`src/rtl/bmdma_pkg.sv`:
```
package bmdma_pkg;

   typedef enum logic [1:0] {
      SZ_BYTE = 2'd0,
      SZ_HALF = 2'd1,
      SZ_WORD = 2'd2,
      SZ_WALT = 2'd3
   } acc_size_e;

   typedef enum logic [1:0] {
      RG_CMD = 2'd0,
      RG_STS = 2'd1,
      RG_PAD = 2'd2,
      RG_PTR = 2'd3
   } region_e;

   localparam int CMD_GO_BIT  = 0;
   localparam int CMD_DIR_BIT = 3;
   localparam int STS_ACT_BIT = 0;
   localparam int STS_ERR_BIT = 1;
   localparam int STS_IRQ_BIT = 2;
   localparam int STS_U5_BIT  = 5;
   localparam int STS_U6_BIT  = 6;

   localparam logic [7:0] PAD_READ = 8'hFF;

endpackage

```
`src/rtl/bmdma_decode.sv`:
```
module bmdma_decode
   import bmdma_pkg::*;
#(
   parameter int ADDR_W = 4,
   parameter int CH_W   = 1,
   parameter int DATA_W = 32
) (
   input  logic [ADDR_W-1:0]   addr,
   input  logic [1:0]          acc_size,
   input  logic [DATA_W-1:0]   wr_data,
   output logic [CH_W-1:0]     ch_idx,
   output region_e             region,
   output logic                is_byte,
   output logic [DATA_W/8-1:0] lane_be,
   output logic [DATA_W-1:0]   lane_data,
   output logic [DATA_W-1:0]   width_mask,
   output logic [4:0]          rd_shift
);

   localparam int LANES = DATA_W / 8;

   logic [1:0] lane;

   assign ch_idx  = addr[ADDR_W-1 -: CH_W];
   assign is_byte = (acc_size_e'(acc_size) == SZ_BYTE);

   always_comb begin
      if (addr[2])
         region = RG_PTR;
      else if (addr[1:0] == 2'd0)
         region = RG_CMD;
      else if (addr[1:0] == 2'd2)
         region = RG_STS;
      else
         region = RG_PAD;
   end

   always_comb begin
      case (acc_size_e'(acc_size))
         SZ_BYTE: begin
            lane       = addr[1:0];
            width_mask = {{(DATA_W-8){1'b0}}, 8'hFF};
            lane_be    = LANES'(1) << lane;
         end
         SZ_HALF: begin
            lane       = {addr[1], 1'b0};
            width_mask = {{(DATA_W-16){1'b0}}, 16'hFFFF};
            lane_be    = LANES'(3) << lane;
         end
         default: begin
            lane       = 2'd0;
            width_mask = {DATA_W{1'b1}};
            lane_be    = {LANES{1'b1}};
         end
      endcase
   end

   assign rd_shift  = {lane, 3'b000};
   assign lane_data = (wr_data & width_mask) << rd_shift;

endmodule

```
`src/rtl/bmdma_chan.sv`:
```
module bmdma_chan
   import bmdma_pkg::*;
#(
   parameter int PTR_W = 32
) (
   input  logic               clk,
   input  logic               rst,
   input  logic               cmd_we,
   input  logic               cmd_go,
   input  logic               cmd_dir,
   input  logic               sts_we,
   input  logic               sts_clr_err,
   input  logic               sts_clr_irq,
   input  logic               sts_u5,
   input  logic               sts_u6,
   input  logic [PTR_W/8-1:0] ptr_be,
   input  logic [PTR_W-1:0]   ptr_wdata,
   input  logic               ev_err,
   input  logic               ev_irq,
   input  logic               ev_done,
   output logic [7:0]         cmd_rd,
   output logic [7:0]         sts_rd,
   output logic [PTR_W-1:0]   ptr_rd,
   output logic               active,
   output logic               dir
);

   localparam int            PTR_BYTES = PTR_W / 8;
   localparam logic [PTR_W-1:0] PTR_KEEP = {{(PTR_W-2){1'b1}}, 2'b00};

   logic             act_q, dir_q, err_q, irq_q, u5_q, u6_q;
   logic [PTR_W-1:0] ptr_q;

   always_ff @(posedge clk) begin
      if (rst) begin
         act_q <= 1'b0;
         dir_q <= 1'b0;
         err_q <= 1'b0;
         irq_q <= 1'b0;
         u5_q  <= 1'b0;
         u6_q  <= 1'b0;
         ptr_q <= '0;
      end else begin
         if (cmd_we) begin
            act_q <= cmd_go;
            dir_q <= cmd_dir;
         end else if (ev_done) begin
            act_q <= 1'b0;
         end
         if (sts_we) begin
            u5_q <= sts_u5;
            u6_q <= sts_u6;
         end
         err_q <= ev_err | (err_q & ~(sts_we & sts_clr_err));
         irq_q <= ev_irq | (irq_q & ~(sts_we & sts_clr_irq));
         for (int b = 0; b < PTR_BYTES; b++) begin
            if (ptr_be[b])
               ptr_q[b*8 +: 8] <= ptr_wdata[b*8 +: 8] & PTR_KEEP[b*8 +: 8];
         end
      end
   end

   always_comb begin
      cmd_rd              = '0;
      cmd_rd[CMD_DIR_BIT] = dir_q;
      sts_rd              = '0;
      sts_rd[STS_ACT_BIT] = act_q;
      sts_rd[STS_ERR_BIT] = err_q;
      sts_rd[STS_IRQ_BIT] = irq_q;
      sts_rd[STS_U5_BIT]  = u5_q;
      sts_rd[STS_U6_BIT]  = u6_q;
   end

   assign ptr_rd = ptr_q;
   assign active = act_q;
   assign dir    = dir_q;

   AST_GO_SETS_ACTIVE: assert property (@(posedge clk) disable iff (rst)
      cmd_we && cmd_go |=> active);
   AST_DONE_CLEARS: assert property (@(posedge clk) disable iff (rst)
      ev_done && !cmd_we |=> !active);
   AST_STS_KEEPS_ACT: assert property (@(posedge clk) disable iff (rst)
      sts_we && !cmd_we && !ev_done |=> active == $past(active));
   AST_W1C_ERR: assert property (@(posedge clk) disable iff (rst)
      sts_we && sts_clr_err && !ev_err |=> !sts_rd[STS_ERR_BIT]);
   AST_ERR_WINS: assert property (@(posedge clk) disable iff (rst)
      ev_err |=> sts_rd[STS_ERR_BIT]);
   AST_IRQ_WINS: assert property (@(posedge clk) disable iff (rst)
      ev_irq |=> sts_rd[STS_IRQ_BIT]);

endmodule

```
`src/rtl/bmdma_regbank.sv`:
```
module bmdma_regbank
   import bmdma_pkg::*;
#(
   parameter int NUM_CH    = 2,
   parameter int DATA_W    = 32,
   parameter int WIN_BYTES = 8
) (
   input  logic                     clk,
   input  logic                     rst,
   input  logic [3:0]               addr,
   input  logic [1:0]               acc_size,
   input  logic                     wr_en,
   input  logic [DATA_W-1:0]        wr_data,
   output logic [DATA_W-1:0]        rd_data,
   input  logic [NUM_CH-1:0]        hw_err,
   input  logic [NUM_CH-1:0]        hw_irq,
   input  logic [NUM_CH-1:0]        hw_done,
   output logic [NUM_CH-1:0]        active_o,
   output logic [NUM_CH-1:0]        dir_o,
   output logic [NUM_CH*DATA_W-1:0] desc_ptr_o
);

   localparam int CH_W   = (NUM_CH > 1) ? $clog2(NUM_CH) : 1;
   localparam int ADDR_W = CH_W + $clog2(WIN_BYTES);
   localparam int LANES  = DATA_W / 8;

   if (NUM_CH != 2 || DATA_W != 32 || WIN_BYTES != 8 || ADDR_W != 4) begin : g_bad_cfg
      $error("bmdma_regbank: only two channels, 32-bit data and 8-byte windows are supported");
   end

   logic [CH_W-1:0]   ch_idx;
   region_e           region;
   logic              is_byte;
   logic [LANES-1:0]  lane_be;
   logic [DATA_W-1:0] lane_data;
   logic [DATA_W-1:0] width_mask;
   logic [4:0]        rd_shift;

   bmdma_decode #(
      .ADDR_W (ADDR_W),
      .CH_W   (CH_W),
      .DATA_W (DATA_W)
   ) u_decode (
      .addr       (addr),
      .acc_size   (acc_size),
      .wr_data    (wr_data),
      .ch_idx     (ch_idx),
      .region     (region),
      .is_byte    (is_byte),
      .lane_be    (lane_be),
      .lane_data  (lane_data),
      .width_mask (width_mask),
      .rd_shift   (rd_shift)
   );

   logic [7:0]        cmd_rd [NUM_CH];
   logic [7:0]        sts_rd [NUM_CH];
   logic [DATA_W-1:0] ptr_rd [NUM_CH];
   logic [NUM_CH-1:0] cmd_we, sts_we;

   for (genvar i = 0; i < NUM_CH; i++) begin : g_ch
      logic             sel;
      logic [LANES-1:0] ptr_be;

      assign sel       = wr_en && (ch_idx == CH_W'(i));
      assign cmd_we[i] = sel && is_byte && (region == RG_CMD);
      assign sts_we[i] = sel && is_byte && (region == RG_STS);
      assign ptr_be    = (sel && (region == RG_PTR)) ? lane_be : '0;

      bmdma_chan #(
         .PTR_W (DATA_W)
      ) u_chan (
         .clk         (clk),
         .rst         (rst),
         .cmd_we      (cmd_we[i]),
         .cmd_go      (wr_data[CMD_GO_BIT]),
         .cmd_dir     (wr_data[CMD_DIR_BIT]),
         .sts_we      (sts_we[i]),
         .sts_clr_err (wr_data[STS_ERR_BIT]),
         .sts_clr_irq (wr_data[STS_IRQ_BIT]),
         .sts_u5      (wr_data[STS_U5_BIT]),
         .sts_u6      (wr_data[STS_U6_BIT]),
         .ptr_be      (ptr_be),
         .ptr_wdata   (lane_data),
         .ev_err      (hw_err[i]),
         .ev_irq      (hw_irq[i]),
         .ev_done     (hw_done[i]),
         .cmd_rd      (cmd_rd[i]),
         .sts_rd      (sts_rd[i]),
         .ptr_rd      (ptr_rd[i]),
         .active      (active_o[i]),
         .dir         (dir_o[i])
      );

      assign desc_ptr_o[i*DATA_W +: DATA_W] = ptr_rd[i];
   end

   always_comb begin
      if (region == RG_PTR)
         rd_data = (ptr_rd[ch_idx] >> rd_shift) & width_mask;
      else if (!is_byte)
         rd_data = width_mask;
      else begin
         case (region)
            RG_CMD:  rd_data = {{(DATA_W-8){1'b0}}, cmd_rd[ch_idx]};
            RG_STS:  rd_data = {{(DATA_W-8){1'b0}}, sts_rd[ch_idx]};
            default: rd_data = {{(DATA_W-8){1'b0}}, PAD_READ};
         endcase
      end
   end

   AST_ONE_TARGET: assert property (@(posedge clk) disable iff (rst)
      $onehot0({cmd_we, sts_we}));
   AST_WIDE_NO_CMD: assert property (@(posedge clk) disable iff (rst)
      wr_en && !addr[2] && acc_size != 2'd0 && hw_done == '0 |=> $stable(active_o) && $stable(dir_o));

endmodule

```
`config.mk`:
```
export PLATFORM = sky130hd
export DESIGN_NAME = bmdma_regbank
export DESIGN_NICKNAME = d
export VERILOG_FILES = /design/src/rtl/bmdma_pkg.sv /design/src/rtl/bmdma_decode.sv /design/src/rtl/bmdma_chan.sv /design/src/rtl/bmdma_regbank.sv
export SDC_FILE = /design/constraint.sdc
export NUM_CORES = 1
export LEC_CHECK = 0
export ABC_AREA = 1
export BUFFER_PORTS_ARGS = -buffer_cell sky130_fd_sc_hd__buf_2
export CAP_MARGIN = 20
export CORE_ASPECT_RATIO = 0.6
export CORE_UTILIZATION = 40
export DETAILED_ROUTE_END_ITERATION = 6
export PLACE_DENSITY = 0.68
export RECOVER_POWER = 50
export SYNTH_ARGS = -nofsm -noshare
export SYNTH_HDL_FRONTEND = slang
export SYNTH_SLANG_ARGS = --single-unit
export TNS_END_PERCENT = 50
```
`constraint.sdc`:
```
create_clock -name clk -period 4.5 [get_ports clk]
set_clock_uncertainty 0.15 [all_clocks]
set_input_delay 0.9 -clock clk [delete_from_list [all_inputs] [get_ports clk]]
set_output_delay 0.9 -clock clk [all_outputs]
set_load 0.01 [all_outputs]
```
==> results.md <==
* Routed vias/inst at 5.02
* Clk root buf: clkbuf_16
* Layout fillers at 1,226
* Reg2reg end: g_ch[1].u_chan.ptr_rd[16]
* Pwr Total at 0.00171 W
* Synth Warn # at 0
* Max Cap Violations at 0
* CTS tree: yes
* Drt first-iter violations at 570
* Die width at 140 um
* CP max stage delay at 670 ps
* Num CTS Buffers at 9
* Final Hold Fails at 0
* Fmax achieved at 0.257 GHz
* GPL Wtd Cong at 0.945
* Slew headroom at 38.0%
* Worst-path clk slew at 60 ps
* CP max-delay cell: clkbuf_1
* Global-route wire length before repair at 24,000 um
* Final #Nets at 976
* Crit path time final at 3890 ps
* Data required, critical path at 3450 ps
* DRT Wirelength at 15,800 um
* Mapped Area at 0.00457 mm^2
* Slew at the pin closest to its max-slew limit at 930 ps
* Setup Buffers After CTS at 0
* Avg WL per Cell at 14.7 um
* DP Wirelength at 11,900 um
* Post_cts resized at 0
* Hold Path Class: flop to flop
* DRC viols at 0
* Cell variety after synth at 24
* Worst r2r path cells at 4
* DIE AREA at 0.0119 mm^2
* # rows at 29
* Core Footprint at 0.0108 mm^2
* Hold_buf cts at 0
* Max IR drop VDD at 0.000185 V
* Type of origin of the critical path: input pin
* Syn Area/Cell at 5.65 um^2
* Seq cells post-synth at 72
* IO buf count at 142
* Pwr Density at 313 mW/mm^2
* Worst flop-to-flop path startpoint: g_ch[1].u_chan.ptr_rd[16]
* Hold path depth at 2
* Post-DRT Antenna Nets at 0
* Commonest non-fill, non-tap cells in the layout: 311 x nand2_1, 109 x inv_1, 102 x nor2_1
* Antenna violations before repair at 0
* Setup Crit Path Kind: input pin to primary output
* Yosys top cell area share at 31.6%
* Most common cell after layout, fill and taps aside: nand2_1
* Synthesis-to-layout area growth at 19.1%
* Crit Path Max Fanout at 38
* Via Count at 5,387
* Endpoint, Worst Hold: g_ch[0].u_chan.irq_q
* Chip Height at 84.8 um
* Starting Density at 42.1%
* Hold path startpoint: g_ch[0].u_chan.irq_q
* Skew-Pair Late Insertion Delay at 340 ps
* Vias in the first global route at 4,428
* Worst R2R Setup Slack at 3600 ps
* Leakage Power at 2.98 nW
* Worst path cell trace: clkbuf_1 > inv_1 > buf_4 > nand2_1 > nand2_1 > nand2_1 > nand3_1 > nand2_1 > nand2_1 > nand2_1 > buf_2
* Layout cells sized above 1 at 12.2%
* Synth area leaders: dfxtp_1 32%, nand2_1 26%, inv_1 8.9%
* RSZ-0062 raised after global routing: false
* Status: completed
* Total Neg Setup Slack at 0 ps
* Post-Synthesis Cells at 809
* # setup viols final at 0
* Fin crit share at 86.6%
* Sequential fraction of the synthesis area at 31.6%
* H-tree Lvls at 3
* GRT Residual Overflow at 0
* Arr. time, crit path at 2840 ps
* Max-slew violations at 0
* Final antenna diode count at 0
* Area leader, netlist: dfxtp_1
* # clock sinks at 72
* All-layer global routing usage at 26.8%
* First drt pass iteration count at 6
* Largest net degree at the start of global routing at 39
* Cell repeated most along the worst path: nand2_1
* Clock buffer depth at 2
* Ports at 147
* Critical path endpoint category: primary output
critical path: cells and delay by family:
family	cells	cell delay [ps]
buffers and inverters	4	1200
and+or+nand+nor	7	730
cells in the mapped netlist, drive strengths merged:
cell	n
a21oi	37
nand3	62
nor2	106
and2	1
conb	1
o21bai	1
dfxtp	72
clkbuf	13
buf	29
nand2	316
o21ai	56
inv	113
clkinv	2
state kept, by name (all words and copies together) (netlist names):
signal	count
g_ch.u_chan.u5_q	2
g_ch.u_chan.ptr_rd	60
g_ch.u_chan.u6_q	2
g_ch.u_chan.err_q	2
g_ch.u_chan.active	2
g_ch.u_chan.dir	2
g_ch.u_chan.irq_q	2
power breakdown:
part	leakage (nW)	total, W	switching, W	internal [W]
sequential	0.587	0.000683	0.0000184	0.000665
combinational	2.27	0.000354	0.000244	0.000110
clock	0.125	0.000668	0.000293	0.000375
total	2.98	0.00171	0.000556	0.00115
through the flow:
| stage | util, % | area, um^2 | hold WS [ps] | std cells | setup slack [ps] |
|---|---|---|---|---|---|
| global route | 50.2 | 5440 | 346 | 1073 | 415 |
| floorplan | - | 4580 | 289 | 812 | 1510 |
| detailed placement | 48.6 | 5270 | 316 | 1057 | 757 |
| finish | 50.2 | 5440 | 323 | 1073 | 605 |
| CTS | 51.1 | 5550 | 323 | 1073 | 737 |
| global placement | 48.6 | 5270 | 311 | 1057 | 821 |
area by class of cell:
type	instances	area (um^2)	area share, %
Timing Repair Buffer	148	673	12.4
Sequential cell	72	1440	26.5
Inverter	115	433	7.96
Clock inverter	6	45.0	0.828
Clock buffer	10	229	4.21
Multi-Input combinational cell	583	2450	45.0
Tap cell	139	174	3.20
cells by family after synthesis:
kind of cell    share of synthesized area (%)
simple gates                             43.4
buf+inv                                  14.7
other cells                            0.0821
compound gates                           10.4
flops                                    31.6
routing by layer:
metal	global-route usage, %	share of wire, %	up-vias
met3	5.93	10	20
met4	6.19	1.1	0
met5	0	0	-
met1	41.6	49	2406
li1	-	-	2685
met2	36.7	39	276
how the worst max path moves through the flow:
stage / start / endpoint / slack, ps / cells past startpoint
2_1_floorplan: acc_size[1] / rd_data[15] / 1510 / 8
3_3_place_gp: acc_size[1] / rd_data[13] / 820 / 8
3_5_place_dp: acc_size[1] / rd_data[14] / 760 / 8
4_1_cts: acc_size[1] / rd_data[14] / 740 / 8
5_1_grt: acc_size[1] / rd_data[14] / 420 / 8
6_report: addr[3] / rd_data[2] / 610 / 11
Note: power is estimated with default switching activity, not from simulation.
